$ cat config.mk
export PLATFORM = sky130hd
export DESIGN_NAME = alu8_top
export DESIGN_NICKNAME = d
export VERILOG_FILES = /design/src/rtl/alu8_pkg.sv /design/src/rtl/alu8_ctrl.sv /design/src/rtl/alu8_dpath.sv /design/src/rtl/alu8_top.sv
export SDC_FILE = /design/constraint.sdc
export NUM_CORES = 1
export LEC_CHECK = 0
export BUFFER_PORTS_ARGS = -buffer_cell sky130_fd_sc_hd__buf_4
export CORE_ASPECT_RATIO = 1.5
export CORE_MARGIN = 2
export CORE_UTILIZATION = 25
export DETAILED_ROUTE_END_ITERATION = 8
export SLEW_MARGIN = 25
export SYNTH_ARGS = -nofsm -noshare
export SYNTH_HDL_FRONTEND = slang
export SYNTH_SLANG_ARGS = --single-unit
$ cat constraint.sdc
create_clock -name vclk -period 7.4
set_input_delay 1.48 -clock vclk [all_inputs]
set_output_delay 1.48 -clock vclk [all_outputs]
set_load 0.05 [all_outputs]
$ cat src/rtl/alu8_pkg.sv
package alu8_pkg;

  localparam int FLG_C  = 0;
  localparam int FLG_N  = 1;
  localparam int FLG_PV = 2;
  localparam int FLG_H  = 4;
  localparam int FLG_Z  = 6;
  localparam int FLG_S  = 7;

  typedef enum logic [3:0] {
    OP_ADD = 4'd0,
    OP_ADC = 4'd1,
    OP_SUB = 4'd2,
    OP_SBC = 4'd3,
    OP_AND = 4'd4,
    OP_XOR = 4'd5,
    OP_OR  = 4'd6,
    OP_CMP = 4'd7,
    OP_INC = 4'd8,
    OP_DEC = 4'd9
  } aluOp_e;

  typedef enum logic [1:0] {
    LG_AND = 2'd0,
    LG_XOR = 2'd1,
    LG_OR  = 2'd2
  } logicSel_e;

  typedef struct packed {
    logic      valid;
    logic      arith;
    logic      subtract;
    logic      useCarry;
    logic      incDec;
    logic      writeRes;
    logicSel_e logicSel;
  } aluCtrl_t;

endpackage

$ cat src/rtl/alu8_ctrl.sv
module alu8_ctrl
  import alu8_pkg::*;
(
  input  logic [3:0] opSel,
  output aluCtrl_t   ctrl
);

  always_comb begin
    ctrl = '{valid: 1'b0, arith: 1'b0, subtract: 1'b0, useCarry: 1'b0,
             incDec: 1'b0, writeRes: 1'b0, logicSel: LG_AND};
    case (opSel)
      OP_ADD: begin ctrl.valid = 1'b1; ctrl.arith = 1'b1; ctrl.writeRes = 1'b1; end
      OP_ADC: begin ctrl.valid = 1'b1; ctrl.arith = 1'b1; ctrl.useCarry = 1'b1; ctrl.writeRes = 1'b1; end
      OP_SUB: begin ctrl.valid = 1'b1; ctrl.arith = 1'b1; ctrl.subtract = 1'b1; ctrl.writeRes = 1'b1; end
      OP_SBC: begin
        ctrl.valid = 1'b1; ctrl.arith = 1'b1; ctrl.subtract = 1'b1;
        ctrl.useCarry = 1'b1; ctrl.writeRes = 1'b1;
      end
      OP_CMP: begin ctrl.valid = 1'b1; ctrl.arith = 1'b1; ctrl.subtract = 1'b1; end
      OP_AND: begin ctrl.valid = 1'b1; ctrl.logicSel = LG_AND; ctrl.writeRes = 1'b1; end
      OP_XOR: begin ctrl.valid = 1'b1; ctrl.logicSel = LG_XOR; ctrl.writeRes = 1'b1; end
      OP_OR:  begin ctrl.valid = 1'b1; ctrl.logicSel = LG_OR;  ctrl.writeRes = 1'b1; end
      OP_INC: begin ctrl.valid = 1'b1; ctrl.arith = 1'b1; ctrl.incDec = 1'b1; ctrl.writeRes = 1'b1; end
      OP_DEC: begin
        ctrl.valid = 1'b1; ctrl.arith = 1'b1; ctrl.incDec = 1'b1;
        ctrl.subtract = 1'b1; ctrl.writeRes = 1'b1;
      end
      default: ;
    endcase
  end

endmodule

$ cat src/rtl/alu8_dpath.sv
module alu8_dpath
  import alu8_pkg::*;
#(
  parameter int DATA_W = 8
) (
  input  logic [DATA_W-1:0] accIn,
  input  logic [DATA_W-1:0] srcIn,
  input  logic [7:0]        flagsIn,
  input  aluCtrl_t          ctrl,
  output logic [DATA_W-1:0] resultOut,
  output logic [7:0]        flagsOut
);

  localparam int MSB      = DATA_W - 1;
  localparam int HALF_BIT = DATA_W / 2;

  logic [DATA_W-1:0] opA, opB, arithRes, logicRes, halfVec;
  logic [DATA_W:0]   sumW;
  logic              carryIn, carryOut, halfOut, ovfOut, signDiff;

  // Increment and decrement reuse the adder with the operand as A and a constant one as B.
  assign opA     = ctrl.incDec ? srcIn : accIn;
  assign opB     = ctrl.incDec ? {{(DATA_W-1){1'b0}}, 1'b1} : srcIn;
  assign carryIn = ctrl.useCarry & flagsIn[FLG_C];

  always_comb begin
    if (ctrl.subtract)
      sumW = {1'b0, opA} - {1'b0, opB} - {{DATA_W{1'b0}}, carryIn};
    else
      sumW = {1'b0, opA} + {1'b0, opB} + {{DATA_W{1'b0}}, carryIn};
  end

  assign arithRes = sumW[MSB:0];
  assign carryOut = sumW[DATA_W];
  assign halfVec  = opA ^ opB ^ arithRes;
  assign halfOut  = halfVec[HALF_BIT];
  assign signDiff = opA[MSB] ^ opB[MSB];
  assign ovfOut   = (ctrl.subtract ? signDiff : ~signDiff) & (arithRes[MSB] ^ opA[MSB]);

  always_comb begin
    case (ctrl.logicSel)
      LG_AND:  logicRes = accIn & srcIn;
      LG_XOR:  logicRes = accIn ^ srcIn;
      default: logicRes = accIn | srcIn;
    endcase
  end

  always_comb begin
    if (!ctrl.valid)      resultOut = accIn;
    else if (ctrl.arith)  resultOut = arithRes;
    else                  resultOut = logicRes;
  end

  always_comb begin
    flagsOut = flagsIn;
    if (ctrl.valid) begin
      flagsOut[FLG_S] = resultOut[MSB];
      flagsOut[FLG_Z] = (resultOut == '0);
      if (ctrl.arith) begin
        flagsOut[FLG_H]  = halfOut;
        flagsOut[FLG_PV] = ovfOut;
        flagsOut[FLG_N]  = ctrl.subtract;
        flagsOut[FLG_C]  = ctrl.incDec ? flagsIn[FLG_C] : carryOut;
      end else begin
        flagsOut[FLG_H]  = (ctrl.logicSel == LG_AND);
        flagsOut[FLG_PV] = ~^resultOut;
        flagsOut[FLG_N]  = 1'b0;
        flagsOut[FLG_C]  = 1'b0;
      end
    end
  end

  always_comb begin
    if (ctrl.incDec && !ctrl.subtract) begin
      p_inc_ovf_r7: assert (flagsOut[FLG_PV] == (resultOut == {1'b1, {MSB{1'b0}}}))
        else $error("inc overflow rule broken");
      p_inc_half_r7: assert (flagsOut[FLG_H] == (resultOut[HALF_BIT-1:0] == '0))
        else $error("inc half rule broken");
      p_inc_keepc_r7: assert (flagsOut[FLG_C] == flagsIn[FLG_C])
        else $error("inc changed carry");
    end
    if (ctrl.incDec && ctrl.subtract) begin
      p_dec_ovf_r8: assert (flagsOut[FLG_PV] == (resultOut == {1'b0, {MSB{1'b1}}}))
        else $error("dec overflow rule broken");
      p_dec_half_r8: assert (flagsOut[FLG_H] == (resultOut[HALF_BIT-1:0] == '1))
        else $error("dec half rule broken");
      p_dec_keepc_r8: assert (flagsOut[FLG_C] == flagsIn[FLG_C])
        else $error("dec changed carry");
    end
    if (ctrl.valid && !ctrl.arith) begin
      p_logic_clear_r6: assert (!flagsOut[FLG_C] && !flagsOut[FLG_N])
        else $error("logic op left carry or subtract set");
    end
    if (ctrl.valid) begin
      p_zero_r9: assert (flagsOut[FLG_Z] == (resultOut == '0))
        else $error("zero flag mismatch");
    end else begin
      p_hold_flags_r11: assert (flagsOut == flagsIn)
        else $error("unassigned opcode changed flags");
    end
    p_spare_bits_r10: assert (flagsOut[5] == flagsIn[5] && flagsOut[3] == flagsIn[3])
      else $error("spare flag bits changed");
  end

endmodule

$ cat src/rtl/alu8_top.sv
module alu8_top
  import alu8_pkg::*;
#(
  parameter int DATA_W = 8
) (
  input  logic [DATA_W-1:0] accIn,
  input  logic [DATA_W-1:0] srcIn,
  input  logic [7:0]        flagsIn,
  input  logic [3:0]        opSel,
  output logic [DATA_W-1:0] resultOut,
  output logic [7:0]        flagsOut,
  output logic              resultWe
);

  aluCtrl_t ctrl;

  alu8_ctrl u_ctrl (
    .opSel (opSel),
    .ctrl  (ctrl)
  );

  alu8_dpath #(.DATA_W(DATA_W)) u_dpath (
    .accIn     (accIn),
    .srcIn     (srcIn),
    .flagsIn   (flagsIn),
    .ctrl      (ctrl),
    .resultOut (resultOut),
    .flagsOut  (flagsOut)
  );

  assign resultWe = ctrl.writeRes;

  always_comb begin
    if (opSel == OP_CMP) begin
      p_cmp_nowrite_r5: assert (!resultWe) else $error("compare requested a write");
    end
    if (opSel > 4'd9) begin
      p_unassigned_nowrite_r11: assert (!resultWe) else $error("unassigned opcode wrote");
    end
  end

endmodule

==> results by group, run 1 <==
Power and ir drop
  – Worst IR Drop VDD: 0.00006450 V
  – Leakage: 0.001194 µW
  – Pwr/cell area: 122.4 nW/µm²

Drt
  – DR pass1 iterations: 4
  – Top routing layer in use: met4
  – Met2 WL: 3322 µm
  – Number of remaining DRC errors: 0
  – Via count: 2080
  – Drt wl/cell: 13.87 µm
  – Post-DRT Antenna Nets: 0
  – Starting DRC count in detailed routing: 67
  – Total Wirelength: 5783 µm
  – WL met3: 168 µm
  – Met1 WL: 2214 µm
  – Number of vias per cell: 4.988

Setup path
  – Worst setup EP type: output pin
  – Crit path cell chain: buf_4 -> or3b_4 -> nand2_1 -> inv_1 -> fa_1 -> fa_1 -> nor2b_1 -> o21a_1 -> o21ai_1 -> a21oi_1 -> o21ba_1 -> a221oi_1 -> ha_1 -> xnor2_1 -> xnor2_1 -> a211oi_1 -> a21oi_1 -> o211ai_2 -> buf_4
  – Crit-path max cell delay: 0.46 ns
  – Crit Path Category: primary input to output pin
  – Worst Path Required: 5.92 ns
  – CP arrival: 5.49 ns
  – Crit. path cell count: 19
  – CP startpoint kind: primary input
  – CP top delay family: compound AO/OA/AOI/OAI gates
  – Crit Path Max Fanout: 25
  – Buf/Inv on CP: 3
  – Slowest-stage cell, CP: fa_1

Timing
  – Slew @ Worst Pin: 0.6956 ns
  – Final hold violation count: 0
  – Fin crit period: 6.972 ns
  – Fin crit share: 94.22%
  – Final setup viols: 0
  – Final setup TNS: 0 ns
  – Slew Limit Fails: 0
  – Headroom to the max-slew limit: 53.53%
  – Unrepaired setup endpoints after global routing: false
  – Achievable clock frequency: 143.4 MHz

Global route
  – Wire length of the first global-routing pass: 9570 µm
  – Vias in the first global route: 2110
  – Initial antenna violation count: 0
  – Grt ovf: 0
  – Largest net degree at the start of global routing: 27
  – GRT Total Usage: 13.23%

Synthesis
  – Cell Area, Synth: 1966 µm²
  – Post-Synthesis Net Count: 355
  – Mean Syn Cell Area: 6.921 µm²
  – Sequential share of the synthesized area: 0%
  – Synth top area cells: ha_1 25%, inv_1 7.4%, nor2_1 5.7%
  – Instance count of the mapped netlist: 284
  – Share of the synthesized area in the top cell type: 24.82%
  – Synth cell types: 55
  – Yosys warnings: 0
  – Post-synth top cells: 39 x ha_1, 39 x inv_1, 30 x nor2_1, 17 x a21oi_1, 17 x nand2_1
  – Yosys top cell by area: ha_1

Final layout
  – Cell Count, Final, Fillers Out: 417
  – Ant diodes: 0
  – Seq Cell Count: 0
  – Register Area: 0 µm²
  – Fill cells: 853
  – Area added between synthesis and finish: 21.58%
  – Final net count: 388
  – CLK BUF: 0
  – Fraction of layout cells with a size suffix above 1: 18.73%

Floorplanning
  – Die Height: 112.6 µm
  – Initial Util: 25.82%
  – Die ar.: 8603 µm²
  – Rows: 39
  – IO Count: 45
  – Die X: 76.40 µm
  – Core footprint: 7612 µm²

Placement
  – # port buffers: 41
  – Hpwl dp: 5035 µm
  – Placed cell count: 417
  – Routability-driven placement congestion ratio: 0.9039

Worst hold path
  – Beginning of the worst hold path: flagsIn[3]
  – Hold EP: flagsOut[3]
  – Worst min path class: primary input to output pin
  – Hold depth: 0

Run status
  – Status: finished, final reports clean

Clock tree
  – Hold Buf Count CTS: 0

Job
  – Max-cap violation count: 0
[cell families (layout without fill, tap and decap cells)]
logic type	Yosys count	after routing	share of synthesized area (%)
XOR/XNOR	10	10	4.456
AND/OR/NAND/NOR	80	80	20.24
multiplexers	6	6	3.246
AO/OA/AOI/OAI	91	91	32.46
buffers and inverters	54	85	10.69
adder cells (fa/ha/maj)	43	43	28.90
[final cells by class]
cell class,count,area (µm²),area share [%]
Inverter,39,146.4,6.126
Multi-Input combinational cell,230,1770,74.08
Tap cell,102,127.6,5.340
Timing Repair Buffer,46,345.3,14.45
[power by group]
group | switching (µW) | internal [µW] | leakage [µW]
clock network | 0 | 0 | 0
registers | 0 | 0 | 0
logic | 178 | 114 | 0.00119
[through the flow]
step	setup WS, ns	hold slack (ns)	power [µW]	util [%]	instance area, µm²
floorplan	0.1213	3.127	217.8	-	1974
global placement	0.4271	2.960	291.3	31.31	2384
detailed placement	0.3531	2.960	292.8	31.31	2384
CTS	0.3552	2.960	293.7	31.31	2384
global route	0.1248	2.960	319.5	31.39	2390
finish	0.4279	2.960	292.6	31.39	2390
[placed cells by master, fill, tap and decap left out, types with 2 or more instances in the layout]
| cell type | n |
|---|---|
| ha_1 | 39 |
| mux2i_1 | 3 |
| a211oi_1 | 6 |
| a21oi_1 | 16 |
| o211ai_1 | 2 |
| nand4_1 | 2 |
| nand3_1 | 2 |
| xor2_1 | 6 |
| fa_1 | 4 |
| a21o_1 | 8 |
| buf_4 | 46 |
| a22oi_1 | 4 |
| o21ai_1 | 3 |
| a31oi_1 | 5 |
| nor3_1 | 5 |
| nor2_1 | 30 |
| nand2_1 | 17 |
| o21a_1 | 5 |
| o21ai_0 | 16 |
| mux2_2 | 3 |
| a21boi_1 | 2 |
| o22ai_1 | 4 |
| nand3b_1 | 2 |
| or3_1 | 4 |
| inv_1 | 39 |
| nor2b_1 | 9 |
| xnor2_1 | 4 |
| a221oi_1 | 3 |
[worst max-delay path by stage]
stage	from	end
floorplan	opSel[2]	flagsOut[2]
global placement	opSel[1]	flagsOut[2]
detailed placement	opSel[1]	flagsOut[2]
CTS	opSel[1]	flagsOut[2]
global route	opSel[1]	flagsOut[2]
finish	opSel[1]	flagsOut[2]
[layer usage]
metal  GRT usage (%)  vias to the layer above
li1                -                     1066
met1           14.48                      970
met2           28.02                       38
met3          0.4823                        6
met4           1.697                        0
met5               0                        -
[repair_timing]
| action | in CTS | in global routing |
|---|---|---|
| endpoints found under the setup margin | 0 | 1 |
| setup buffers | 0 | 0 |
| resized for setup | 0 | 1 |
(Power assumes the default switching activity.)
==> run 2: changes to the inputs <==
Settings changed: SYNTH_HIERARCHICAL set to 1.
==> run 2 against run 1 <==
Compared with the run above:
- routed wire length fell by 6.7%
- critical endpoint unchanged
- cell area shrank 0.52%
- largest power group unchanged
- clock-buffer cell count unchanged
- cell count decreased by 1.7%
- via count fell by 4.6%
- non-clock buffer count is the same
- first-iteration DRC count up 31%
- critical path depth is 2 higher
==> results by group, run 2 <==
Floorplanning
  – Die ar.: 8513 µm² (-1.0%)
  – IO Count: 45 (unchanged)
  – Die Height: 112.0 µm (-0.52%)
  – Core footprint: 7564 µm² (-0.64%)
  – Rows: 39 (unchanged)
  – Die X: 76.01 µm (-0.52%)
  – Initial Util: 25.71% (-0.11 points)

Global route
  – Vias in the first global route: 2001 (-5.2%)
  – GRT Total Usage: 12.35% (-0.88 points)
  – Wire length of the first global-routing pass: 9032 µm (-5.6%)
  – Grt ovf: 0 (unchanged)
  – Initial antenna violation count: 0 (unchanged)
  – Largest net degree at the start of global routing: 26 (-3.7%)

Final layout
  – Register Area: 0 µm² (unchanged)
  – Final net count: 381 (-1.8%)
  – Ant diodes: 0 (unchanged)
  – CLK BUF: 0 (unchanged)
  – Fraction of layout cells with a size suffix above 1: 18.18% (-0.55 points)
  – Commonest non-fill, non-tap cell in the layout: buf_4
  – Seq Cell Count: 0 (unchanged)
  – Commonest non-fill, non-tap cells in the layout: 45 x buf_4, 40 x inv_1, 39 x ha_1, 24 x nor2_1, 19 x a21oi_1
  – Area added between synthesis and finish: 22.27%

Run status
  – Status: finished, final reports clean

Setup path
  – Crit Path Max Fanout: 25 (unchanged)
  – Crit Path Category: primary input to output pin
  – CP startpoint kind: primary input
  – Buf/Inv on CP: 6 (+3)
  – Worst Path Required: 5.92 ns (about the same)
  – Crit-path max cell delay: 0.42 ns (-0.04 ns)
  – CP top delay family: compound AO/OA/AOI/OAI gates
  – Worst setup EP type: output pin
  – CP arrival: 5.70 ns (+0.21 ns)
  – Slowest-stage cell, CP: o21ai_0
  – Crit path cell chain: buf_4 -> nor3b_2 -> buf_12 -> o21ai_0 -> inv_1 -> ha_1 -> inv_1 -> ha_1 -> inv_1 -> a2111oi_0 -> or3_1 -> a21o_1 -> a311oi_2 -> a21o_1 -> ha_1 -> xnor2_1 -> xnor2_1 -> o21ai_1 -> nand2b_1 -> o211a_1 -> buf_4

Synthesis
  – Synth cell types: 53 (-3.6%)
  – Synth top area cells: ha_1 25%, inv_1 7.7%, a211oi_1 5.0%
  – Post-synth top cells: 40 x inv_1, 39 x ha_1, 24 x nor2_1, 19 x a21oi_1, 16 x nand2_1
  – Yosys top cell by area: ha_1
  – Instance count of the mapped netlist: 275 (-3.2%)
  – Mean Syn Cell Area: 7.070 µm² (+2.2%)
  – Share of the synthesized area in the top cell type: 25.10% (+0.27 points)
  – Cell Area, Synth: 1944 µm² (-1.1%)
  – Count leader, synth: inv_1
  – Post-Synthesis Net Count: 346 (-2.5%)
  – Yosys warnings: 6 (+6)
  – Sequential share of the synthesized area: 0% (unchanged)

Timing
  – Final hold violation count: 0 (unchanged)
  – Hold WS: 2.960 ns (unchanged)
  – Worst Slack Setup Final: 0.2214 ns (-0.2065 ns)
  – Slew @ Worst Pin: 0.7729 ns (+0.07730 ns)
  – Headroom to the max-slew limit: 48.48% (-5.1 points)
  – Achievable clock frequency: 139.3 MHz (-2.9%)
  – Fin crit period: 7.179 ns (+0.2065 ns)
  – Fin crit share: 97.01% (+2.8 points)
  – Slew Limit Fails: 0 (unchanged)
  – Final setup viols: 0 (unchanged)

Power and ir drop
  – Leakage: 0.001193 µW (-0.13%)
  – Worst IR Drop VDD: 0.00004377 V (-32%)
  – Pwr/cell area: 122.5 nW/µm² (about the same)

Drt
  – Total Wirelength: 5394 µm (-6.7%)
  – Via count: 1985 (-4.6%)
  – Number of vias per cell: 4.841 (-2.9%)
  – Number of remaining DRC errors: 0 (unchanged)
  – Drt wl/cell: 13.16 µm (-5.1%)
  – Starting DRC count in detailed routing: 88 (+31%)
  – DR pass1 iterations: 4 (unchanged)
  – Post-DRT Antenna Nets: 0 (unchanged)

Placement
  – Placement Setup Slack: 0.1542 ns (-0.1989 ns)
  – Routability-driven placement congestion ratio: 0.7999 (-12%)
  – Hpwl dp: 4359 µm (-13%)
  – # port buffers: 41 (unchanged)

Clock tree
  – Hold Buf Count CTS: 0 (unchanged)

Job
  – Max-cap violation count: 0 (unchanged)

Worst hold path
  – Worst min path class: primary input to output pin
-- run 2: path summary, 6_finish.rpt --
| check | cells past startpoint | to | slack (ns) | startpoint |
|---|---|---|---|---|
| worst max-delay path | 21 | flagsOut[2] | 0.22 | opSel[3] |
| worst min-delay path | 0 | flagsOut[3] | 2.96 | flagsIn[3] |
-- run 2: area by class of cell --
class | instances | area (µm²)
inverter | 41 | 153.9
tap | 102 | 127.6
fill | 808 | 5186
timing repair buffer | 46 | 357.8
multi-input combinational | 221 | 1738
-- run 2: kinds of logic after synthesis --
kind of cell | count (synthesis) | synth area share, %
AOI/OAI and AO/OA | 81 | 29.02
and+or+nand+nor | 76 | 20.66
buffers and inverters | 54 | 10.81
adders and majority gates | 43 | 29.22
xor gates and xnor gates | 14 | 6.306
muxes | 7 | 3.989
-- run 2: metrics by stage --
stage / util (%) / setup TNS, ns / area (µm²) / total power, µW / cells
6_report: 31.43 / 0 / 2377 / 291.1 / 410
3_3_place_gp: 31.33 / 0 / 2370 / 287.2 / 409
5_1_grt: 31.43 / -0.007742 / 2377 / 319.9 / 410
2_1_floorplan: - / 0 / 1944 / 215.0 / 275
4_1_cts: 31.33 / 0 / 2370 / 290.7 / 409
3_5_place_dp: 31.33 / 0 / 2370 / 289.3 / 409
-- run 2: layer usage --
metal | up-vias | global-route usage, % | part of all wire [%]
met5 | - | 0 | 0
met2 | 39 | 25.36 | 55
met3 | 4 | 0.7235 | 2.7
met1 | 910 | 14.38 | 42
met4 | 0 | 0.9697 | 0.82
li1 | 1032 | - | -
-- run 2: where the power goes --
part           internal (µW)  leakage, µW  total (µW)  switching [µW]
clock network              0            0           0               0
logic                    117      0.00119         291             174
registers                  0            0           0               0
-- run 2: timing repair --
item / CTS / global route
endpoints found under the setup margin: 0 / 1
buffers inserted: 0 / 1
gates resized for setup: 0 / 2
